## src/rtl/mcb_pkg.sv

```systemverilog
`timescale 1ns/1ps
package mcb_pkg;
    typedef enum logic {ARB_IDLE, ARB_BUSY} arb_state_t;
    typedef enum logic {RG_SERIAL, RG_PARALLEL} region_state_t;
    typedef enum logic {BR_COLLECT, BR_RELEASE} barr_state_t;

    function automatic int sel_width(input int n);
        return (n > 1) ? $clog2(n) : 1;
    endfunction
endpackage

```

## src/rtl/mcb_arbiter.sv

```systemverilog
`timescale 1ns/1ps
module mcb_arbiter
    import mcb_pkg::*;
#(
    parameter int N_CORES = 4,
    parameter int SEL_W   = 2
) (
    input  logic               clk,
    input  logic               rst_n,
    input  logic [N_CORES-1:0] req,
    input  logic               mem_ack,
    output logic               busy,
    output logic [SEL_W-1:0]   sel,
    output logic [N_CORES-1:0] ack
);
    arb_state_t       state_q, state_d;
    logic [SEL_W-1:0] pick;
    logic [SEL_W-1:0] sel_q;
    logic             any_req;

    // Fixed priority: scanning downward leaves the lowest index set.
    always_comb begin
        pick = '0;
        for (int i = N_CORES - 1; i >= 0; i--) begin
            if (req[i]) pick = SEL_W'(i);
        end
    end

    assign any_req = |req;

    always_comb begin
        state_d = state_q;
        unique case (state_q)
            ARB_IDLE: if (any_req) state_d = ARB_BUSY;
            ARB_BUSY: if (mem_ack) state_d = ARB_IDLE;
        endcase
    end

    always_ff @(posedge clk or negedge rst_n) begin
        if (!rst_n) begin
            state_q <= ARB_IDLE;
            sel_q   <= '0;
        end else begin
            state_q <= state_d;
            if (state_q == ARB_IDLE && any_req) sel_q <= pick;
        end
    end

    always_comb begin
        busy = (state_q == ARB_BUSY);
        sel  = sel_q;
        for (int i = 0; i < N_CORES; i++) begin
            ack[i] = busy && mem_ack && (sel_q == SEL_W'(i));
        end
    end
endmodule

```

## src/rtl/mcb_sync_ctrl.sv

```systemverilog
`timescale 1ns/1ps
module mcb_sync_ctrl
    import mcb_pkg::*;
#(
    parameter int N_CORES = 4
) (
    input  logic               clk,
    input  logic               rst_n,
    input  logic               unroll,
    input  logic [N_CORES-1:0] barr,
    output logic [N_CORES-1:0] start,
    output logic [N_CORES-1:0] run,
    output logic               sync
);
    localparam logic [N_CORES-1:0] MAIN_BIT    = N_CORES'(1);
    localparam logic [N_CORES-1:0] WORKER_MASK = ~MAIN_BIT;

    region_state_t      region_q, region_d;
    barr_state_t        bstate_q, bstate_d;
    logic [N_CORES-1:0] arrived_q;
    logic [N_CORES-1:0] start_q;
    logic               all_in;
    logic               do_release;

    assign all_in     = &(arrived_q | barr);
    assign do_release = (region_q == RG_SERIAL) && unroll;

    always_comb begin
        bstate_d = bstate_q;
        unique case (bstate_q)
            BR_COLLECT: if (all_in) bstate_d = BR_RELEASE;
            BR_RELEASE: bstate_d = BR_COLLECT;
        endcase
    end

    always_comb begin
        region_d = region_q;
        unique case (region_q)
            RG_SERIAL:   if (unroll) region_d = RG_PARALLEL;
            RG_PARALLEL: if (bstate_q == BR_COLLECT && all_in) region_d = RG_SERIAL;
        endcase
    end

    always_ff @(posedge clk or negedge rst_n) begin
        if (!rst_n) begin
            region_q  <= RG_SERIAL;
            bstate_q  <= BR_COLLECT;
            arrived_q <= '0;
            start_q   <= '0;
        end else begin
            region_q <= region_d;
            bstate_q <= bstate_d;
            start_q  <= do_release ? WORKER_MASK : '0;
            if (bstate_q == BR_COLLECT && !all_in) arrived_q <= arrived_q | barr;
            else                                   arrived_q <= '0;
        end
    end

    always_comb begin
        start = start_q;
        run   = (region_q == RG_PARALLEL) ? (WORKER_MASK | MAIN_BIT) : MAIN_BIT;
        sync  = (bstate_q == BR_RELEASE);
    end
endmodule

```

## src/rtl/mcb_ctrl.sv

```systemverilog
`timescale 1ns/1ps
module mcb_ctrl
    import mcb_pkg::*;
#(
    parameter int  N_CORES = 4,
    parameter int  ADDR_W  = 16,
    parameter int  DATA_W  = 32,
    localparam int SEL_W   = sel_width(N_CORES)
) (
    input  logic                      clk,
    input  logic                      rst_n,
    input  logic [N_CORES-1:0]        core_req,
    input  logic [N_CORES-1:0]        core_we,
    input  logic [N_CORES*ADDR_W-1:0] core_addr,
    input  logic [N_CORES*DATA_W-1:0] core_wdata,
    output logic [N_CORES-1:0]        core_ack,
    output logic                      mem_req,
    output logic                      mem_we,
    output logic [ADDR_W-1:0]         mem_addr,
    output logic [DATA_W-1:0]         mem_wdata,
    input  logic                      mem_ack,
    output logic [SEL_W-1:0]          mux_sel,
    input  logic                      unroll,
    input  logic [N_CORES-1:0]        core_barr,
    output logic [N_CORES-1:0]        core_start,
    output logic [N_CORES-1:0]        core_run,
    output logic                      main_sync
);
    logic busy;

    mcb_arbiter #(.N_CORES(N_CORES), .SEL_W(SEL_W)) u_arb (
        .clk     (clk),
        .rst_n   (rst_n),
        .req     (core_req),
        .mem_ack (mem_ack),
        .busy    (busy),
        .sel     (mux_sel),
        .ack     (core_ack)
    );

    mcb_sync_ctrl #(.N_CORES(N_CORES)) u_sync (
        .clk    (clk),
        .rst_n  (rst_n),
        .unroll (unroll),
        .barr   (core_barr),
        .start  (core_start),
        .run    (core_run),
        .sync   (main_sync)
    );

    // Address and data multiplexers steered by the grant select.
    always_comb begin
        mem_req   = busy;
        mem_we    = 1'b0;
        mem_addr  = '0;
        mem_wdata = '0;
        for (int i = 0; i < N_CORES; i++) begin
            if (busy && mux_sel == SEL_W'(i)) begin
                mem_we    = core_we[i];
                mem_addr  = core_addr[i*ADDR_W +: ADDR_W];
                mem_wdata = core_wdata[i*DATA_W +: DATA_W];
            end
        end
    end
endmodule

```

## config.mk

```make
export PLATFORM = sky130hd
export DESIGN_NAME = mcb_ctrl
export DESIGN_NICKNAME = d
export VERILOG_FILES = /design/src/rtl/mcb_pkg.sv /design/src/rtl/mcb_arbiter.sv /design/src/rtl/mcb_sync_ctrl.sv /design/src/rtl/mcb_ctrl.sv
export SDC_FILE = /design/constraint.sdc
export NUM_CORES = 1
export LEC_CHECK = 0
export ABC_AREA = 1
export BUFFER_PORTS_ARGS = -buffer_cell sky130_fd_sc_hd__buf_2
export CORE_AREA = 2 2 106 108
export CTS_CLUSTER_SIZE = 10
export DETAILED_ROUTE_END_ITERATION = 10
export DIE_AREA = 0 0 108 110
export PLACE_DENSITY_LB_ADDON = 0.15
export SLEW_MARGIN = 20
export SYNTH_ARGS = -nofsm -noshare
export SYNTH_HDL_FRONTEND = slang
export SYNTH_SLANG_ARGS = --single-unit
export TNS_END_PERCENT = 10
```

## constraint.sdc

```tcl
create_clock -name clk -period 1.4 [get_ports clk]
set_input_delay 0.14 -clock clk [delete_from_list [all_inputs] [get_ports clk]]
set_output_delay 0.14 -clock clk [all_outputs]
set_load 0.01 [all_outputs]
```

* After elaboration in Yosys (flattened, before gate mapping) *
Index checks and enable logic that the tools add are counted.

word-level totals
  output and inout bits = 65
  register bits after elaboration = 13

cells by class
  reduce and logical (&&, ||, !) cells = 17
  equal/unequal tests = 3
  bitwise operators = 4
  muxes and demuxes = 27

operator list
  kind                  count
  $mux W32              4
  $mux W16              4
  $logic_and A1 B1 Y1   13
  $mux W4               3
  $mux W1               9
  $mux W2               4
  $pmux W1 S2           3
  $eq A2 B2 Y1 const B  2
  $or A4 B4 Y4          1
  $reduce_and A4 Y1     1
  $reduce_or A4 Y1      1
  $not A1 Y1            3
  $eq A2 B1 Y1 const B  1
  $logic_not A2 Y1      1
  $logic_not A1 Y1      1

* Logic depth before layout (Yosys ltp) *
  depth after elaboration = 6
  depth in mapped cells = 7
  gate-level depth less buffers = 7

* Cells and area by module *
From an unflattened synthesis, not the netlist that was laid out.

second synthesis, totals
  cells, all modules = 370
  area, all modules = 2406.1 um^2

modules (own cells, without submodules)
  module         area each (um^2)  cells an instance  instances
  mcb_ctrl       1901.8            307                1
  mcb_sync_ctrl  314.1             36                 1
  mcb_arbiter    190.2             27                 1

* Worst setup path before layout *
OpenSTA, ideal clock, no wires.

  path type = reg-to-output
  from = register u_arb.sel_q[1], in the netlist u_arb.sel[1]
  to = output port core_ack[2]
  buffers on the path = 2
  cell stages (with the launch flop) = 5
  slack = 12 ps
  data required time = 1260 ps
  data arrival time = 1248 ps
  cell sequence = dfrtp_1 > buf_4 > inv_2 > clkbuf_1 > nor4_1

between the ends
  word-level cells in the longest chain between the ends = 2

RTL lines
  element                   line               RTL
  start: declaration        mcb_arbiter.sv:18  logic [SEL_W-1:0] sel_q;
  start signal: assignment  mcb_arbiter.sv:45  if (state_q == ARB_IDLE && any_req) sel_q <= pick;
  $eq A2 B2 Y1              mcb_arbiter.sv:53  ack[i] = busy && mem_ack && (sel_q == SEL_W'(i));
  $logic_and A1 B1 Y1       mcb_arbiter.sv:53
  end: declaration          mcb_ctrl.sv:16     output logic [N_CORES-1:0] core_ack,

No other way between the ends.

* Worst setup path in the final report *
  from = register u_arb.state_q, in the netlist u_arb.busy
  to = output port mem_wdata[14]

between the ends
  word-level cells in the longest chain between the ends = 5
  elaborated cells between the ends (all ways) = 8
  those cells by class = mux (4); reduce/logical (4)

RTL lines
  element                   line               RTL
  start: declaration        mcb_arbiter.sv:16  arb_state_t state_q, state_d;
  start signal: assignment  mcb_arbiter.sv:44  state_q <= state_d;
  $logic_and A1 B1 Y1       mcb_ctrl.sv:58     if (busy && mux_sel == SEL_W'(i)) begin
  $mux W32 (3 in series)    mcb_ctrl.sv:58
  $mux W32 *                mcb_ctrl.sv:58
  end: declaration          mcb_ctrl.sv:20     output logic [DATA_W-1:0] mem_wdata,

Mark *: on every way between the ends. The rest lies on a longest branch, timed or not.

==> summary.md <==
| Metric | Value |
|---|---|
| Status | finished, violations left |
| Failing checks | negative setup slack |
| Yosys top cell by area | nand4_1 |
| Non-Filler Instances | 741 |
| Post-Synth XOR/XNOR Area | 0 |
| CTS Buf Count | 3 |
| Synth Cell Area | 2170 µm² |
| Largest family of logic cells by synthesized area | simple AND/OR/NAND/NOR gates |
| Critical path type | register to output pin |
| I/O pin cnt | 273 |
| Max incr delay on CP | 0.44 ns |
| Synth top area cells | nand4_1 (56%), dfrtp_1 (12%), nand2_1 (11%), buf_2 (5.8%), clkbuf_1 (3.6%) |
| Fin crit share | 1.14 |
| Unique masters post-synth | 19 |
| Hold Crit Depth | 2 |
| Clk_lat worst skew | 0.24 ns |
| Max Clk Rate | 626 MHz |
| Total GRT Usage | 0.169 |
| Die area | 11,900 µm² |
| CTS Buffer Depth | 2 |
| Max Cap Viol | 0 |
| First-pass GRT wire length | 16,600 µm |
| Register area | 256 µm² |
| Crit path cell chain | buf_12 -> nand4_1 -> nand4_1 -> buf_2 |
| Top cells by count, synth | nand4_1 (196), nand2_1 (61), buf_2 (25) |
| Post-synthesis mux area share | 0 |
| Ys flop type | dfrtp_1 |
| Clock sink total | 10 |
| Power Dens Cells | 1910 nW/µm² |
| Flop2flop setup slack | 0.14 ns |
| DRC marker count from the first detailed-route iteration | 435 |
| Core Footprint | 10,700 µm² |
| CTS clk-pin slew, worst paths | 0.05 ns |
| Sequential fraction of the synthesis area | 0.115 |
| Pin count of the biggest net entering global routing | 86 |
| Simple-gate share of the synthesized area | 0.710 |
| DRC errors left | 0 |
| Worst Path Required | 1.26 ns |
| Endpoints failing setup | 52 |
| Critical Path Fanout Max | 85 |
| Die Width | 108 µm |
| Most common cell in the netlist | nand4_1 |
| Unrepaired setup endpoints after global routing | yes |
| Vias in the first global route | 3,608 |
| Die span in y | 110 µm |
| Area Growth Syn to Fin | 76.4% |
| CP most frequent cell | nand4_1 |
| FF-to-FF End | u_arb.sel[0]$_DFFE_PN0P_ |
| Placed cell area | 3680 µm² |
| Vias per cell | 5.32 |
| Final min period | 1.60 ns |
| H-tree levels | 1 |
| Worst Setup End Kind | output pin |
| Buf/Inv on CP | 2 |
| Final Skew | 0.00273 ns |
| Final ANT Viol Nets | 0 |
| Placed instance count | 733 |
| Final wirelength | 11,500 µm |
| Row count | 38 |
| Hold_sp | mem_ack |
| First drt pass iteration count | 7 |
| Hold WC Path Type | primary input to register |
| Max-slew violations | 0 |
| Initial Util | 0.203 |
| Leakage power | 1.94 nW |
| Max VDD drop | 0.829 mV |
| Buffers on Ports | 270 |
| CP arrival | 1.46 ns |
| Startpoint Class | register |
| Adder-cell share of the synthesized area | 0 |
| Flops & latches, synth | 10 |
| Clock tree root buffer cell | clkbuf_8 |
| Setup_tns | -7.10 ns |
| Post-Syn Instances | 364 |
| Multi-input logic area | 1590 µm² |
| CTS tree | yes |
| Yosys top cell area share | 0.565 |
| Fin worst setup slack | -0.198 ns |
| Placed wire-length estimate | 8410 µm |
| Slowest cell on crit path | dfrtp_4 |
| Total number of vias | 3,939 |
| Syn_nets | 572 |
| EDFF count, synth | 0 |
| Avg Synthesized Cell Area | 5.97 µm² |
| Delay-heaviest family, CP | flip-flops |
| Warnings, synthesis | 0 |
| Post-synth ARST share | 1.00 |
| Layout cell share with drive strength beyond 1 | 0.509 |
| Antenna violations before repair | 0 |
| Compound-Gate Fraction of Synth Area | 0.00806 |
| Design Area, Final | 3830 µm² |
| NumNets Final | 810 |
| GRT overflow | 0 |
| Hold Path End | u_arb.busy$_DFF_PN0_ |
| Reg2reg start | u_arb.busy$_DFF_PN0_ |
| Wire per inst | 15.6 µm |
| Antenna Cells | 0 |
| Final Power | 0.00733 W |
| Pre-CTS WS | 0.0388 ns |
| Routability congestion estimate | 0.793 |
| Fill count | 1,169 |
| Final hold violations | 0 |
| Worst Reg-to-Reg Cells | 7 |
worst reg2reg max path: stages (launching register included):
cell     delay, ns
dfrtp_4       0.50
buf_6         0.15
inv_1         0.17
nand2_1       0.10
nand2_1       0.08
inv_1         0.05
nand2_1       0.06
nand2_1       0.05
per-stage QoR:
stage,hold WS (ns),util
after floorplan,-0.156,-
after global placement,0.0140,0.344
after detailed placement,0.0166,0.344
after CTS,0.0912,0.355
after global routing,0.103,0.358
final,0.0945,0.358
how the worst max path moves through the flow:
stage / from / to / slack (ns) / cells after the start
final: u_arb.busy$_DFF_PN0_ / mem_wdata[14] / -0.20 / 4
after global routing: u_arb.sel[1]$_DFFE_PN0P_ / mem_addr[15] / -0.26 / 6
after CTS: u_arb.busy$_DFF_PN0_ / mem_wdata[18] / -0.19 / 6
after detailed placement: u_arb.busy$_DFF_PN0_ / mem_wdata[18] / 0.04 / 6
after global placement: u_arb.sel[0]$_DFFE_PN0P_ / mem_addr[5] / 0.04 / 5
after floorplan: u_arb.sel[1]$_DFFE_PN0P_ / core_ack[2] / 0.01 / 4
routing by layer:
metal	wire, µm	track usage	vias to the layer above
met5	0	0	-
met3	1060	0.0235	18
met2	5940	0.332	219
met1	4400	0.194	1796
li1	-	-	1906
met4	145	0.0357	0
cell usage in the layout (no fill, tap or decap):
cell type / synthesis / final
nand2_2: 0 / 1
inv_1: 11 / 11
dfrtp_2: 0 / 2
buf_16: 0 / 1
clkbuf_16: 0 / 1
nor2_4: 0 / 1
nand3_1: 2 / 2
buf_12: 0 / 10
clkbuf_1: 21 / 1
a21boi_0: 1 / 1
nor3_1: 1 / 1
inv_4: 0 / 1
buf_6: 1 / 4
buf_4: 10 / 7
dfrtp_4: 0 / 1
conb_1: 2 / 2
dlygate4sd3_1: 0 / 1
inv_6: 0 / 1
nand2_1: 61 / 60
clkbuf_8: 0 / 3
nor2_1: 11 / 11
nand4_1: 196 / 196
dfrtp_1: 10 / 7
nor4_2: 1 / 3
o21ai_0: 2 / 2
buf_2: 25 / 270
power breakdown:
part	internal [W]	switching, W
combinational	0.00257	0.00390
sequential	0.000439	0.000115
clock	0.000199	0.000110
total	0.00321	0.00413
what timing repair did:
| action | in CTS | in global routing |
|---|---|---|
| endpoints found under the hold margin | 10 | 0 |
| hold buffers | 1 | 0 |
| cloned | 1 | 1 |
| endpoints found under the setup margin | 53 | 54 |
| pin swaps | 16 | 1 |
| gates resized for setup | 9 | 2 |
| buffers inserted | 1 | 0 |
flip-flops by register name, summed over array words and instances (netlist names):
signal	count
u_arb.busy	1
u_sync.arrived_q	4
u_sync.sync	1
u_sync.start	1
u_sync.region_q	1
u_arb.sel	2
cell type report:
class | instances | area share
Clock buffer | 4 | 0.0118
Inverter | 13 | 0.0147
Multi-Input combinational cell | 280 | 0.414
Sequential cell | 10 | 0.0669
Tap cell | 140 | 0.0457
Timing Repair Buffer | 294 | 0.447
logic make-up (layout without fill, tap and decap cells):
group                  after synthesis  count (layout)
AOI/OAI and AO/OA                    3               3
buffers and inverters               74             311
DFF                                 10              10
other                                2               2
and+or+nand+nor                    275             275
Power figures use the tool's default switching activity.
